## config.mk

```make
export PLATFORM = sky130hd
export DESIGN_NAME = gf_div_r4
export DESIGN_NICKNAME = d
export VERILOG_FILES = /design/src/rtl/gf_div_pkg.sv /design/src/rtl/gf_div_uv.sv /design/src/rtl/gf_div_rs.sv /design/src/rtl/gf_div_r4.sv
export SDC_FILE = /design/constraint.sdc
export NUM_CORES = 1
export LEC_CHECK = 0
export BUFFER_PORTS_ARGS = -buffer_cell sky130_fd_sc_hd__buf_2
export CORE_MARGIN = 4
export CORE_UTILIZATION = 35
export CTS_CLUSTER_DIAMETER = 30
export DETAILED_ROUTE_END_ITERATION = 10
export PLACE_DENSITY = 0.5
export SYNTH_ARGS = -nofsm -noshare
export SYNTH_HDL_FRONTEND = slang
export SYNTH_HIERARCHICAL = 1
export SYNTH_SLANG_ARGS = --single-unit
```

## constraint.sdc

```tcl
create_clock -name clk -period 10.6 [get_ports clk]
set_input_delay 0.53 -clock clk [delete_from_list [all_inputs] [get_ports clk]]
set_output_delay 0.53 -clock clk [all_outputs]
set_load 0.02 [all_outputs]
```

## src/rtl/gf_div_pkg.sv

```systemverilog
package gf_div_pkg;

  typedef enum logic [1:0] {
    RS_NOP   = 2'd0,
    RS_HALF  = 2'd1,
    RS_QUART = 2'd2
  } rs_shift_e;

  // Pending cofactor step handed from the decision stage to the cofactor stage
  typedef struct packed {
    rs_shift_e shf;   // reduction applied to the selected value
    logic      sub;   // subtract the partner cofactor first
    logic      tgt_s; // 1: step writes S (swap inputs), 0: step writes R
  } rs_cmd_t;

  localparam rs_cmd_t RS_CMD_IDLE = '{shf: RS_NOP, sub: 1'b0, tgt_s: 1'b0};

endpackage

```

## src/rtl/gf_div_uv.sv

```systemverilog
module gf_div_uv
  import gf_div_pkg::*;
#(
  parameter int W = 32
) (
  input  logic [W-1:0] u,
  input  logic [W-1:0] v,
  output logic [W-1:0] u_nxt,
  output logic [W-1:0] v_nxt,
  output rs_cmd_t      cmd
);

  logic [W:0]   v_minus_u;
  logic [W-1:0] u_minus_v;
  logic         u_gt_v;
  logic [W-1:0] gap;

  // comparison by subtraction: a borrow out of V-U means U > V
  assign v_minus_u = {1'b0, v} - {1'b0, u};
  assign u_minus_v = u - v;
  assign u_gt_v    = v_minus_u[W];
  assign gap       = u_gt_v ? u_minus_v : v_minus_u[W-1:0];

  always_comb begin
    u_nxt = u;
    v_nxt = v;
    cmd   = RS_CMD_IDLE;
    if (u[1:0] == 2'b00) begin
      u_nxt = u >> 2;
      cmd   = '{shf: RS_QUART, sub: 1'b0, tgt_s: 1'b0};
    end else if (!u[0]) begin
      u_nxt = u >> 1;
      cmd   = '{shf: RS_HALF, sub: 1'b0, tgt_s: 1'b0};
    end else if (v[1:0] == 2'b00) begin
      v_nxt = v >> 2;
      cmd   = '{shf: RS_QUART, sub: 1'b0, tgt_s: 1'b1};
    end else if (!v[0]) begin
      v_nxt = v >> 1;
      cmd   = '{shf: RS_HALF, sub: 1'b0, tgt_s: 1'b1};
    end else begin
      // both odd: the difference is even, low bits pick /4 or /2
      cmd.sub   = 1'b1;
      cmd.tgt_s = !u_gt_v;
      cmd.shf   = gap[1] ? RS_HALF : RS_QUART;
      if (u_gt_v) u_nxt = gap[1] ? (gap >> 1) : (gap >> 2);
      else        v_nxt = gap[1] ? (gap >> 1) : (gap >> 2);
    end
  end

endmodule

```

## src/rtl/gf_div_rs.sv

```systemverilog
module gf_div_rs
  import gf_div_pkg::*;
#(
  parameter int W = 32
) (
  input  logic [W-1:0] r,
  input  logic [W-1:0] s,
  input  logic [W-1:0] p,
  input  rs_cmd_t      cmd,
  output logic [W-1:0] r_nxt,
  output logic [W-1:0] s_nxt
);

  localparam int WE = W + 2;

  logic [W-1:0]  swap_mask;
  logic [W-1:0]  op_a;
  logic [W-1:0]  op_b;
  logic [W:0]    diff;
  logic [W-1:0]  x;
  logic [WE-1:0] xe, pe, p2, p3;
  logic [WE-1:0] half_sum, quart_sum;
  logic [W-1:0]  red;
  logic          unused_bits;

  // XOR-controlled exchange of the two cofactors: no operand multiplexer
  assign swap_mask = {W{cmd.tgt_s}} & (r ^ s);
  assign op_a      = r ^ swap_mask;
  assign op_b      = s ^ swap_mask;

  // modular subtraction with a two-way ladder on the sign bit
  assign diff = {1'b0, op_a} - {1'b0, op_b};
  assign x    = !cmd.sub ? op_a :
                diff[W]  ? (diff[W-1:0] + p) : diff[W-1:0];

  assign xe = {2'b00, x};
  assign pe = {2'b00, p};
  assign p2 = pe << 1;
  assign p3 = pe + p2;

  // halving: add p when odd, then shift
  assign half_sum = xe + (x[0] ? pe : '0);

  // quartering: add the multiple of p that clears the two low bits
  always_comb begin
    unique case (x[1:0])
      2'b00:   quart_sum = xe;
      2'b10:   quart_sum = xe + p2;
      default: quart_sum = (x[1] ^ p[1]) ? (xe + pe) : (xe + p3);
    endcase
  end

  assign red = (cmd.shf == RS_HALF) ? half_sum[W:1] : quart_sum[W+1:2];
  assign unused_bits = ^{half_sum[WE-1], half_sum[0], quart_sum[1:0]};

  always_comb begin
    r_nxt = r;
    s_nxt = s;
    if (cmd.shf != RS_NOP) begin
      if (cmd.tgt_s) s_nxt = red;
      else           r_nxt = red;
    end
  end

endmodule

```

## src/rtl/gf_div_r4.sv

```systemverilog
module gf_div_r4
  import gf_div_pkg::*;
#(
  parameter int W = 32
) (
  input  logic         clk,
  input  logic         rst_n,
  input  logic         start,
  input  logic [W-1:0] a_in,
  input  logic [W-1:0] b_in,
  input  logic [W-1:0] p_in,
  output logic         busy,
  output logic         done,
  output logic         err,
  output logic [W-1:0] result
);

  typedef enum logic {ST_IDLE, ST_RUN} state_e;

  state_e       state_q;
  logic [W-1:0] u_q, v_q, r_q, s_q, p_q;
  rs_cmd_t      cmd_q;
  logic         done_q, err_q;

  logic [W-1:0] u_nx, v_nx, r_nx, s_nx;
  rs_cmd_t      cmd_nx;

  gf_div_uv #(.W(W)) u_uv (
    .u     (u_q),
    .v     (v_q),
    .u_nxt (u_nx),
    .v_nxt (v_nx),
    .cmd   (cmd_nx)
  );

  // acts on cmd_q: the decision registered one cycle earlier
  gf_div_rs #(.W(W)) u_rs (
    .r     (r_q),
    .s     (s_q),
    .p     (p_q),
    .cmd   (cmd_q),
    .r_nxt (r_nx),
    .s_nxt (s_nx)
  );

  always_ff @(posedge clk) begin
    if (!rst_n) begin
      state_q <= ST_IDLE;
      u_q     <= '0;
      v_q     <= '0;
      r_q     <= '0;
      s_q     <= '0;
      p_q     <= '0;
      cmd_q   <= RS_CMD_IDLE;
      done_q  <= 1'b0;
      err_q   <= 1'b0;
    end else begin
      done_q <= 1'b0;
      unique case (state_q)
        ST_IDLE: begin
          if (start) begin
            if (a_in == '0) begin
              r_q    <= '0;
              done_q <= 1'b1;
              err_q  <= 1'b1;
            end else begin
              u_q     <= a_in;
              v_q     <= p_in;
              r_q     <= b_in;
              s_q     <= '0;
              p_q     <= p_in;
              cmd_q   <= RS_CMD_IDLE;
              err_q   <= 1'b0;
              state_q <= ST_RUN;
            end
          end
        end
        ST_RUN: begin
          r_q <= r_nx;
          s_q <= s_nx;
          if (v_q != '0) begin
            u_q   <= u_nx;
            v_q   <= v_nx;
            cmd_q <= cmd_nx;
          end else begin
            // drain cycle: last cofactor step applied above
            cmd_q   <= RS_CMD_IDLE;
            done_q  <= 1'b1;
            state_q <= ST_IDLE;
          end
        end
        default: state_q <= ST_IDLE;
      endcase
    end
  end

  assign busy   = (state_q == ST_RUN);
  assign done   = done_q;
  assign err    = err_q;
  assign result = r_q;

endmodule

```

==> run summary <==
========================================================================================================
Status ....................................................................................    completed
Setup repair after global routing missed its margin .......................................        false
Biggest area contributors in the synthesized netlist ...................................... sky130_fd_sc_hd__dfxtp_1, sky130_fd_sc_hd__ha_1, sky130_fd_sc_hd__a21oi_1, sky130_fd_sc_hd__nand2_1, sky130_fd_sc_hd__mux2i_1
Via density per instance ..................................................................        6.078
Fin area ..................................................................................  0.03176 mm²
Worst path required time ..................................................................     10990 ps
Area taken by multi-input logic gates .....................................................  0.02437 mm²
Proportion of register bits with asynchronous set or reset after synthesis ................            0
Floorplan die width .......................................................................     299.1 µm
Cell area power density ................................................................... 137.1 mW/mm²
Clock tree skew after final layout ........................................................     20.82 ps
Synthesized area per cell .................................................................    7.146 µm²
Die area ..................................................................................  0.08948 mm²
DPL Wire Length ...........................................................................     98410 µm
Instance count after placement with tap cells included ....................................         5220
Post-layout worst setup margin ............................................................      1566 ps
Pin count of the biggest net entering global routing ......................................          106
First drt pass iteration count ............................................................            6
Number of buffers created by CTS ..........................................................           17
Number of global-route vias before repair .................................................        29020
Top FF cell, synth ........................................................................ sky130_fd_sc_hd__dfxtp_1
P_leak ....................................................................................     13.35 nW
Antenna diode count .......................................................................            0
Seq/Total Area, Yosys .....................................................................       0.1127
Most frequent cells in the layout ......................................................... sky130_fd_sc_hd__nand2_1, sky130_fd_sc_hd__a21oi_1, sky130_fd_sc_hd__nor2_1, sky130_fd_sc_hd__o21ai_0, sky130_fd_sc_hd__inv_1
Min cycle time layout .....................................................................      9034 ps
Post-placement worst setup slack ..........................................................      1724 ps
Capturing element type of the critical path ...............................................    flip-flop
Worst min path class ......................................................................       in2reg
Post-CTS Hold Buffers .....................................................................            0
Aggregate routed wire length ..............................................................    125600 µm
# clock sinks .............................................................................          167
Share of the core filled with cells in the final layout ...................................       0.3790
Area added between synthesis and finish ...................................................       7.077%
Max-Cap Viols .............................................................................            0
Number of standard cells in the final layout excluding fillers ............................         5252
Worst hold path cell count ................................................................            3
Peak per-stage delay on the critical path .................................................       610 ps
Number of levels the H-tree was split into ................................................            4
Cells on worst reg2reg path ...............................................................           33
Initial antenna violation count ...........................................................            1
Global-route wire length before repair ....................................................    186500 µm
Worst path slowest cell ................................................................... sky130_fd_sc_hd__buf_4
Post-CTS clock slew at the launch and capture registers of the worst setup and hold paths .        80 ps
Synthesized area ..........................................................................  0.02966 mm²
Worst setup path category .................................................................      reg2reg
Number of enable-type register cells in the synthesized netlist ...........................            0
Data arrival time at the worst-slack endpoint .............................................      9430 ps
Row count .................................................................................          106
Number of synthesized register bits .......................................................          167
Maximum fanout along the worst path .......................................................           56
Final number of max-transition violations .................................................            0
Final period util .........................................................................       0.8522
Count of filler cells inserted in the layout ..............................................         9089
Antenna Nets Post-Route ...................................................................            0
Total area of sequential cells ............................................................ 0.003356 mm²
Synth top area share ......................................................................       0.1127
Later-pin clock latency in the skew report ................................................       510 ps
Initial Utilization .......................................................................       0.3539
Number of distinct library cells after synthesis ..........................................          126
Clock tree from TritonCTS .................................................................        built
Root buffer cell .......................................................................... sky130_fd_sc_hd__clkbuf_16
Critical Path Start Type ..................................................................    flip-flop
Worst slew pin tran .......................................................................      1160 ps
Number of port buffers ....................................................................          133
Net count after synthesis .................................................................         4504
Average detailed-routed wire length per instance ..........................................     23.92 µm
Endpoints failing hold ....................................................................            0
Final routed DRC violation total ..........................................................            0
Core Area .................................................................................  0.08382 mm²
Vias after detailed routing ...............................................................        31920
Most common cell after layout, fill and taps aside ........................................ sky130_fd_sc_hd__nand2_1
Share of post-route cells with drive strength above 1 .....................................       0.1102
YS warnings ...............................................................................            6
Post-place instance area ..................................................................  0.03118 mm²
Maximum operating frequency ...............................................................    110.7 MHz
Number of endpoints failing setup at the final stage ......................................            0
Worst IR Drop VDD .........................................................................     109.8 µV
Gate count after technology mapping .......................................................         4151
Post-CTS setup buffers ....................................................................            0
Congestion Overflow GR ....................................................................            0
Post-CTS resize count .....................................................................            0
Number of nets in the finished design .....................................................         4458
IO Count ..................................................................................          134
Max-Slew Margin vs Limit ..................................................................       0.2250
Clock buffer depth ........................................................................            2
Aggregate negative setup slack ............................................................         0 ps
Most numerous cell on the critical path ................................................... sky130_fd_sc_hd__a21oi_1
GRT Resource Usage Total ..................................................................       0.2691
Post-synth top area cell .................................................................. sky130_fd_sc_hd__dfxtp_1
Final GP Congestion .......................................................................       0.9646
Drt initial violations ....................................................................         3533
Vertical die dimension ....................................................................     299.1 µm
========================================================================================================
## registers in the layout, indices dropped and copies added (netlist names)
signal  flops
p_q        32
result     32
s_q        32
u_q        32
v_q        32
cmd_q       4
busy        1
done        1
err         1
## metal layers
| metal | vias up | wire length (µm) | GRT usage |
|---|---|---|---|
| met5 | - | 0 | 0 |
| met4 | 0 | 3407 | 0.07440 |
| met3 | 105 | 10480 | 0.04288 |
| met2 | 1256 | 49760 | 0.3766 |
| met1 | 15350 | 61980 | 0.4179 |
| li1 | 15210 | - | - |
## cell usage after synthesis, types with 15 or more instances
| cell | instances |
|---|---|
| sky130_fd_sc_hd__inv_1 | 223 |
| sky130_fd_sc_hd__xor2_1 | 85 |
| sky130_fd_sc_hd__o22ai_1 | 30 |
| sky130_fd_sc_hd__nand3_1 | 165 |
| sky130_fd_sc_hd__nor3_1 | 53 |
| sky130_fd_sc_hd__clkbuf_1 | 194 |
| sky130_fd_sc_hd__nor2b_1 | 68 |
| sky130_fd_sc_hd__nor2_1 | 248 |
| sky130_fd_sc_hd__nand2b_1 | 58 |
| sky130_fd_sc_hd__buf_1 | 22 |
| sky130_fd_sc_hd__a31oi_1 | 57 |
| sky130_fd_sc_hd__o21ai_1 | 22 |
| sky130_fd_sc_hd__o31ai_1 | 25 |
| sky130_fd_sc_hd__nor4_1 | 31 |
| sky130_fd_sc_hd__and2_1 | 47 |
| sky130_fd_sc_hd__o21ai_0 | 231 |
| sky130_fd_sc_hd__and3_1 | 32 |
| sky130_fd_sc_hd__a221o_1 | 21 |
| sky130_fd_sc_hd__a211oi_1 | 70 |
| sky130_fd_sc_hd__nand4_1 | 50 |
| sky130_fd_sc_hd__xnor2_1 | 103 |
| sky130_fd_sc_hd__o21bai_1 | 34 |
| sky130_fd_sc_hd__a21boi_0 | 105 |
| sky130_fd_sc_hd__dfxtp_1 | 167 |
| sky130_fd_sc_hd__mux2_2 | 85 |
| sky130_fd_sc_hd__nor3b_1 | 36 |
| sky130_fd_sc_hd__maj3_1 | 33 |
| sky130_fd_sc_hd__ha_1 | 217 |
| sky130_fd_sc_hd__mux2i_1 | 133 |
| sky130_fd_sc_hd__o221a_2 | 16 |
| sky130_fd_sc_hd__fa_1 | 37 |
| sky130_fd_sc_hd__o211a_1 | 16 |
| sky130_fd_sc_hd__a31o_2 | 15 |
| sky130_fd_sc_hd__a21o_1 | 124 |
| sky130_fd_sc_hd__or2_2 | 16 |
| sky130_fd_sc_hd__o211ai_1 | 37 |
| sky130_fd_sc_hd__a221oi_1 | 30 |
| sky130_fd_sc_hd__o21a_1 | 38 |
| sky130_fd_sc_hd__buf_2 | 39 |
| sky130_fd_sc_hd__a21oi_1 | 373 |
| sky130_fd_sc_hd__nand2_1 | 456 |
| sky130_fd_sc_hd__or3_1 | 26 |
| sky130_fd_sc_hd__o221ai_1 | 38 |
## power by group
group          internal (mW)  switching, mW  total, mW
sequential             0.672         0.0995      0.772
combinational           1.02           1.90       2.92
clock                  0.324          0.340      0.665
## through the flow
stage / power, mW / hold slack (ps)
finish: 4.354 / 281.9
global route: 4.617 / 264.3
CTS: 4.292 / 235.3
detailed placement: 3.601 / 497.3
global placement: 3.614 / 484.9
floorplan: 2.772 / 448.9
## logic make-up (layout without fill, tap and decap cells)
kind of cell / after synthesis / after routing / synth area share
AO/OA/AOI/OAI: 1446 / 1446 / 0.3334
AND/OR/NAND/NOR: 1338 / 1338 / 0.2197
buffers and inverters: 494 / 461 / 0.06829
adder cells (fa/ha/maj): 297 / 297 / 0.1314
multiplexers: 220 / 220 / 0.07841
XOR/XNOR: 189 / 189 / 0.05605
flip-flops: 167 / 167 / 0.1127
## worst max-delay path: cells and delay by family (launching register included)
family | cells | cell delay (ps)
xor gates and xnor gates | 3 | 500
DFF | 1 | 580
buffers and inverters | 1 | 610
AOI/OAI and AO/OA | 19 | 4500
adders and majority gates | 3 | 1260
and+or+nand+nor | 7 | 1470
## final cells by class
cell class                 count  area share
clock buffer                  18     0.01418
clock inverter                14    0.004097
multi-input combinational   3490      0.7671
sequential                   167      0.1056
tap                         1134     0.04467
timing repair buffer         202     0.03746
inverter                     227     0.02682
## path summary, 6_finish.rpt
check,startpoint,to,slack [ps]
min reg2reg,u_q[27]$_SDFFE_PN0P_,u_q[27]$_SDFFE_PN0P_,500
max reg2reg,cmd_q[0]$_SDFFE_PN0P_,result[25]$_SDFFE_PN0P_,1570
max,cmd_q[0]$_SDFFE_PN0P_,result[25]$_SDFFE_PN0P_,1570
min,b_in[19],result[19]$_SDFFE_PN0P_,280
Note: power is estimated with default switching activity, not from simulation.
